## src/rtl/nco_pkg.sv

```systemverilog
package nco_pkg;

    localparam int NCO_W = 32;

    typedef struct packed {
        logic             dec;
        logic [NCO_W-1:0] modulus;
        logic [NCO_W-1:0] step;
    } nco_cfg_t;

    typedef struct packed {
        logic [NCO_W-1:0] phase;
        logic             wrap;
    } nco_acc_t;

endpackage

```

## src/rtl/nco_cfg_shadow.sv

```systemverilog
module nco_cfg_shadow
    import nco_pkg::*;
(
    input  logic     clk,
    input  logic     rst_n,
    input  logic     load_i,
    input  nco_cfg_t cfg_new_i,
    output nco_cfg_t cfg_act_o
);

    nco_cfg_t cfg_d, cfg_q;

    always_comb begin
        cfg_d = cfg_q;
        if (load_i) begin
            cfg_d = cfg_new_i;
        end
    end

    always_ff @(posedge clk) begin
        if (!rst_n) begin
            cfg_q <= '0;
        end else begin
            cfg_q <= cfg_d;
        end
    end

    assign cfg_act_o = cfg_q;

    // the active settings change only on a capture
    a_r6_cfg_hold: assert property (@(posedge clk) disable iff (!rst_n)
        !load_i |=> $stable(cfg_q));

endmodule

```

## src/rtl/nco_phase_acc.sv

```systemverilog
module nco_phase_acc
    import nco_pkg::*;
#(
    parameter int W = NCO_W
) (
    input  logic         clk,
    input  logic         rst_n,
    input  logic         en_i,
    input  nco_cfg_t     cfg_act_i,
    input  nco_cfg_t     cfg_new_i,
    output logic [W-1:0] phase_o,
    output logic         wrap_o,
    output logic         load_o
);

    localparam int SW = W + 1;

    nco_acc_t         st_d, st_q;
    logic [SW-1:0]    sum_w;
    logic [SW-1:0]    mod_w;
    logic             over;
    logic [W-1:0]     rem;
    logic             step_zero;
    logic             load;

    always_comb begin
        sum_w     = {1'b0, st_q.phase} + {1'b0, cfg_act_i.step};
        mod_w     = {1'b0, cfg_act_i.modulus};
        step_zero = (cfg_act_i.step == '0);
        if (cfg_act_i.dec) begin
            over = (sum_w >= mod_w);
            rem  = over ? W'(sum_w - mod_w) : sum_w[W-1:0];
        end else begin
            over = sum_w[W];
            rem  = sum_w[W-1:0];
        end
        load = en_i && (over || step_zero);

        st_d      = st_q;
        st_d.wrap = 1'b0;
        if (en_i) begin
            st_d.wrap  = over;
            st_d.phase = rem;
            if (load && cfg_new_i.dec && (rem >= cfg_new_i.modulus)) begin
                st_d.phase = '0;
            end
        end
    end

    always_ff @(posedge clk) begin
        if (!rst_n) begin
            st_q <= '0;
        end else begin
            st_q <= st_d;
        end
    end

    assign phase_o = st_q.phase;
    assign wrap_o  = st_q.wrap;
    assign load_o  = load;

    // a disabled clock leaves the phase alone and raises no strobe
    a_r8_disabled_hold: assert property (@(posedge clk) disable iff (!rst_n)
        !en_i |=> ($stable(st_q.phase) && !st_q.wrap));

    // with legal decimal settings the phase never reaches the modulus
    a_r3_phase_below_mod: assert property (@(posedge clk) disable iff (!rst_n)
        (cfg_act_i.dec && (cfg_act_i.modulus >= W'(2)) &&
         (cfg_act_i.step < cfg_act_i.modulus)) |-> (st_q.phase < cfg_act_i.modulus));

    // in binary mode a wrap is exactly a drop in phase
    a_r2_bin_wrap_drop: assert property (@(posedge clk) disable iff (!rst_n)
        (en_i && !cfg_act_i.dec && !load) |=> (st_q.wrap == (st_q.phase < $past(st_q.phase))));

    // a strobe only follows an enabled clock
    a_r5_wrap_needs_en: assert property (@(posedge clk) disable iff (!rst_n)
        st_q.wrap |-> $past(en_i));

endmodule

```

## src/rtl/nco_sq_decode.sv

```systemverilog
module nco_sq_decode
    import nco_pkg::*;
#(
    parameter int W = NCO_W
) (
    input  logic [W-1:0] phase_i,
    input  nco_cfg_t     cfg_act_i,
    output logic         sq_o
);

    logic [W-1:0] half;

    always_comb begin
        half = cfg_act_i.modulus >> 1;
        if (cfg_act_i.dec) begin
            sq_o = (phase_i >= half);
        end else begin
            sq_o = phase_i[W-1];
        end
    end

endmodule

```

## src/rtl/nco_osc.sv

```systemverilog
module nco_osc
    import nco_pkg::*;
(
    input  logic             clk,
    input  logic             rst_n,
    input  logic             en_i,
    input  logic [NCO_W-1:0] inc_i,
    input  logic [NCO_W-1:0] mod_i,
    input  logic             dec_mode_i,
    output logic             sq_o,
    output logic             wrap_o
);

    nco_cfg_t         cfg_new;
    nco_cfg_t         cfg_act;
    logic [NCO_W-1:0] phase;
    logic             load;

    always_comb begin
        cfg_new.dec     = dec_mode_i;
        cfg_new.modulus = mod_i;
        cfg_new.step    = inc_i;
    end

    nco_cfg_shadow u_shadow (
        .clk       (clk),
        .rst_n     (rst_n),
        .load_i    (load),
        .cfg_new_i (cfg_new),
        .cfg_act_o (cfg_act)
    );

    nco_phase_acc #(.W(NCO_W)) u_acc (
        .clk       (clk),
        .rst_n     (rst_n),
        .en_i      (en_i),
        .cfg_act_i (cfg_act),
        .cfg_new_i (cfg_new),
        .phase_o   (phase),
        .wrap_o    (wrap_o),
        .load_o    (load)
    );

    nco_sq_decode #(.W(NCO_W)) u_dec (
        .phase_i   (phase),
        .cfg_act_i (cfg_act),
        .sq_o      (sq_o)
    );

    // a zero active step with unchanged inputs keeps the output level
    a_r7_zero_freeze: assert property (@(posedge clk) disable iff (!rst_n)
        (en_i && (cfg_act.step == '0) && (cfg_new == cfg_act)) |=> ($stable(sq_o) && !wrap_o));

endmodule

```

## config.mk

```make
export PLATFORM = sky130hd
export DESIGN_NAME = nco_osc
export DESIGN_NICKNAME = d
export VERILOG_FILES = /design/src/rtl/nco_pkg.sv /design/src/rtl/nco_cfg_shadow.sv /design/src/rtl/nco_phase_acc.sv /design/src/rtl/nco_sq_decode.sv /design/src/rtl/nco_osc.sv
export SDC_FILE = /design/constraint.sdc
export NUM_CORES = 1
export LEC_CHECK = 0
export BUFFER_PORTS_ARGS = -buffer_cell sky130_fd_sc_hd__clkbuf_2
export CAP_MARGIN = 20
export CORE_UTILIZATION = 55
export DETAILED_ROUTE_END_ITERATION = 8
export GPL_TIMING_DRIVEN = 0
export PLACE_DENSITY = 0.82
export RECOVER_POWER = 25
export REMOVE_ABC_BUFFERS = 1
export SLEW_MARGIN = 20
export SYNTH_ARGS = -nofsm -noshare
export SYNTH_HDL_FRONTEND = slang
export SYNTH_SLANG_ARGS = --single-unit
```

## constraint.sdc

```tcl
create_clock -name clk -period 7.49 [get_ports clk]
set_input_delay 0 -clock clk [delete_from_list [all_inputs] [get_ports clk]]
set_output_delay 0 -clock clk [all_outputs]
set_load 0.02 [all_outputs]
```

[Yosys cells after proc, flatten, opt, wreduce, memory -nomap -nowiden]
Cells that the tools add are included.
Operators by class
  mux-type cells: 5
  reductions and logical operators: 6
  add/sub/neg operators: 2
  order comparisons: 3
Operators by type and width (count)
  2-to-1 mux 32 bit: 3
  adder 32 x 32 -> 33 bit: 1
  greater-or-equal comparator 33 x 32 -> 1 bit: 1
  greater-or-equal comparator 32 x 31 -> 1 bit: 1
  greater-or-equal comparator 32 bit: 1
  logical NOT 32 bit: 1
  subtractor 32 bit: 1
  logical AND 1 bit: 3
  2-to-1 mux 1 bit: 2
  AND reduction 2 bit: 1
  logical OR 1 bit: 1
Storage, ports and cells
  register bits after elaboration: 98
  output and inout bits: 2
  input port bits: 68

[Logic depth before layout (Yosys ltp)]
  depth after elaboration: 8
  depth in mapped cells: 32
  gate-level depth less buffers: 29

[Modules after synthesis]
Synthesis repeated with hierarchy kept, for this count alone.
Second synthesis, totals
  cells, all modules: 1108
  area total of the unflattened synthesis: 9429.0 µm²
Modules (own cells, without submodules)
  nco_phase_acc: times used 1, cells each 789, area an instance 6137.1 µm²
  nco_cfg_shadow: times used 1, cells each 209, area an instance 2504.9 µm²
  nco_sq_decode: times used 1, cells each 110, area an instance 787.0 µm²

[Least setup slack after synthesis]
No wires, ideal clock.
  kind: flip-flop to flip-flop
  start point: register u_shadow.cfg_q, in the netlist u_shadow.cfg_act_o[0]
  end point: register u_acc.st_q, in the netlist u_acc.phase_o[10]
  data arrival time: 6525 ps
  buffers on the path: 3
  cell stages (with the launch flop): 31
  setup slack: 848 ps
  library setup time: 117 ps
  period minus slack after synthesis: 6642 ps
  path through: dfxtp_1 ha_1 fa_1 a21o_1 a221oi_2 o21ai_1 a311o_1 o21ai_1 xnor2_1 ha_1 buf_2 and3_2 nand2_1 or3_1 or4_1 a31oi_2 o31a_4 buf_6 mux2_2 ha_1 nand2b_1 a21o_1 a211oi_1 or3_1 a31oi_1 o21ai_0 o211ai_1 a31oi_1 o211a_4 buf_6 a22o_1
On the way
  longest elaborated chain between the ends: 8
  elaborated cells on any way between the ends: 13
RTL lines
  start, declared: RTL line nco_cfg_shadow.sv:11  | nco_cfg_t cfg_d, cfg_q;
  start signal, assigned: RTL line nco_cfg_shadow.sv:24  | cfg_q <= cfg_d;
  branches (longest 7 deep; another with adder 32 x 32 -> 33 bit)
  2-to-1 mux 32 bit *: RTL line nco_phase_acc.sv:44  | if (load && cfg_new_i.dec && (rem >= cfg_new_i.modulus)) begin
  end signal, assigned: RTL line nco_phase_acc.sv:54  | st_q <= st_d;
  end, declared: RTL line nco_phase_acc.sv:18  | nco_acc_t st_d, st_q;
Mark *: on every way between the ends.
A chain may end at the register's enable or synchronous reset.

[Worst setup path in the final report]
  start point: register u_shadow.cfg_q, in the netlist u_shadow.cfg_act_o[0]
  end point: register u_acc.st_q, in the netlist u_acc.phase_o[31]
Same word-level chain as after synthesis.

==> summary.md <==
| Metric | Value |
|---|---|
| Crit path time final | 7.30 ns |
| Compound-Gate Fraction of Synth Area | 19.6% |
| Slew headroom | -51.7% |
| TritonCTS clock tree | done |
| GRT Resource Usage Total | 29.6% |
| Core area | 15400 sq um |
| Worst Tran Pin Value | 2.26 ns |
| Violated checks | max-capacitance violations, max-slew violations |
| Detailed-placement wirelength estimate | 17000 um |
| Fillers | 1231 |
| Post-Syn Instances | 996 |
| Hold Path Origin | en_i |
| Row Count | 45 |
| Register area share after synthesis | 22.2% |
| Placed cell count | 1250 |
| Max cap viols | 1 |
| Crit path max-delay cell type | or4_4 |
| Total number of vias | 8001 |
| Critical path data required time | 7.75 ns |
| Area Overhead vs Synth | 19.3% |
| Die width | 129 um |
| Vias in the first global route | 7799 |
| Pre-CTS setup slack | -0.946 ns |
| Clock Tree Root | clkbuf_16 |
| Clk_lat worst skew | 0.37 ns |
| Clk buf depth | 2 |
| Core Util, Final | 68.2% |
| Outcome | complete, but fails checks |
| Seq cells post-synth | 98 |
| Die ar. | 16600 sq um |
| # DRC | 0 |
| Number of port buffers | 69 |
| Kind of critical path | flop to flop |
| Final Setup Violations | 0 |
| Hold/Removal Path Class | primary input to flop |
| Routability cong. | 0.929 |
| Worst Skew | 0.0114 ns |
| Syn Area/Cell | 8.86 sq um |
| DR iter-0 viols | 452 |
| IO Pins | 70 |
| Top_reg_cell synth | dfxtp_1 |
| Final period utilization | 97.5% |
| Synth Area in Simple Gates | 15.5% |
| Critical Path Source Type | flop |
| Multiplexer share of the synthesized area | 12.6% |
| Crit path launch | u_shadow.cfg_act_o[0] |
| Critical Path AT | 7.56 ns |
| Cell Area, Synth | 8820 sq um |
| Nets | 1326 |
| Slew Viols, Final | 10 |
| Largest net degree at the start of global routing | 71 |
| Pre-Repair DR Iteration Count | 5 |
| Post-route setup slack | 0.186 ns |
| H-tree lvl count | 3 |
| Cell Count, Final, Fillers Out | 1346 |
| Yosys top cell by area | dfxtp_1 |
| Via density | 5.94 |
| Critical-path maximum fanout | 9 |
| Number of synthesized flops with an enable pin | 0 |
| Maximum clock rate | 137 MHz |
| Die Y-Extent | 129 um |
| # clock sinks | 98 |
| Async SR Flop Fraction | 0% |
| Synth Area in XOR/XNOR | 5.56% |
| RR Startpoint | u_shadow.cfg_act_o[0] |
| Routed Antenna Nets | 0 |
| TritonCTS Buffers | 9 |
| Area share of fa/ha/maj cells after synthesis | 18.5% |
| Routed WL per cell | 18.1 um |
| First-pass GRT wire length | 38100 um |
| Global route total overflow | 0 |
| Ys Warns | 0 |
| Crit. End Element | flop |
| Worst-path clk slew | 0.08 ns |
| Synth area leaders | dfxtp_1 22%, ha_1 18%, mux2i_1 7.6%, nor2b_1 5.4%, mux2_4 4.6% |
| Routed WL | 24300 um |
| Multi-input logic area | 6490 sq um |
| Top cell type's share of synthesized area | 22.2% |
| Hold Vio Cnt, Final | 0 |
| Layout cells sized above 1 | 14.3% |
| Reg area | 1960 sq um |
| Initial antenna violation count | 1 |
| Starting density of the core | 57.2% |
| Main combinational cell family by area after synthesis | compound AO/OA/AOI/OAI gates |
| Synth unique cells | 67 |
| Slowest Stage Delay on Critical Path | 0.57 ns |
==> worst paths after layout <==
kind	end	depth (start not counted)	slack (ns)
setup / recovery	u_acc.phase_o[31]	28	0.19
hold / removal	u_acc.wrap_o	2	0.05
setup reg to reg	u_acc.phase_o[31]	28	0.19
hold reg to reg	u_acc.phase_o[0]	2	0.49
==> kinds of logic (layout without fill, tap and decap cells) <==
family,after synthesis,in the layout
adders and majority gates,129,129
other,0,1
AOI/OAI and AO/OA,248,251
and+or+nand+nor,253,253
xor gates and xnor gates,56,56
muxes,97,97
buffers and inverters,115,250
DFF,98,98
==> cell type report <==
type / count / share of cell area, %
clock buffers: 9 / 2.14
inverters: 83 / 2.96
diodes: 1 / 0.0238
flip-flops and latches: 98 / 18.6
multi-input cells: 786 / 61.7
repair buffers: 151 / 11.3
clock inverters: 7 / 0.725
well taps: 211 / 2.51
==> Yosys cell counts, drive strengths merged, types with 17 or more instances <==
library cell    n
buf            17
nand4          22
a22o           31
nand3          17
nand2          34
a21oi          70
nor2           44
inv            83
a21o           39
o21ai          37
nor2b          76
xnor2          44
mux2i          67
mux2           30
ha            127
dfxtp          98
==> per-stage QoR <==
| stage | hold WS (ns) | setup TNS (ns) | instance area, sq um |
|---|---|---|---|
| after CTS | 0.0302 | 0 | 10400 |
| after global routing | 0.0401 | -0.0297 | 10500 |
| after floorplan | 0.128 | -57.47 | 8600 |
| after detailed placement | 0.261 | -29.65 | 9320 |
| after global placement | 0.251 | -204.09 | 9210 |
| final | 0.0481 | 0 | 10500 |
==> repair_timing <==
item                       4_1_cts  5_1_grt
hold buffers                    65        0
pin swaps                        7       11
buffers inserted                 8        3
setup endpoints to repair       32       32
gates cloned                     2        1
hold endpoints to repair        65        0
resized for setup                9       18
==> sequential cells by signal, indices dropped and copies added (netlist names) <==
name	count
u_shadow.cfg_act_o	65
u_acc.phase_o	32
u_acc.wrap_o	1
==> per-layer routing <==
layer	vias to the layer above	global-route usage (%)	wire length, um
li1	3895	-	-
met1	3749	33.7	10100
met2	276	53.5	11800
met3	81	5.53	1290
met4	0	13.6	1110
met5	-	0	0
==> placed cells by master, fill, tap and decap left out, types with 4 or more instances in the layout <==
cell type / n
o21ai_0: 30
nor2b_1: 75
nand2b_1: 7
xor2_1: 12
dfxtp_1: 98
a31oi_1: 7
nand2_1: 32
and2_1: 5
a311oi_1: 4
inv_1: 83
nand4_1: 22
buf_4: 10
nor2_1: 44
nor4_1: 10
a21o_1: 39
xnor2_1: 44
o21a_1: 6
clkbuf_16: 9
mux2i_1: 66
o21bai_1: 10
or3_1: 6
nand3_1: 17
a22o_1: 31
nor3_1: 14
clkbuf_2: 67
o211ai_1: 10
dlygate4sd3_1: 65
ha_1: 125
and3_1: 7
mux2_4: 27
a21oi_1: 67
==> critical path: cells and delay by family (launching register included) <==
family	cells	cell delay (ns)
compound gates	15	3.17
simple gates	5	1.65
fa+ha+maj	4	1.25
flops	1	0.33
buf+inv	2	0.32
mux	1	0.32
xor+xnor	1	0.11
Power is not shown: default switching activity piles up to over one toggle a cycle in this logic, so the estimate is an artifact.
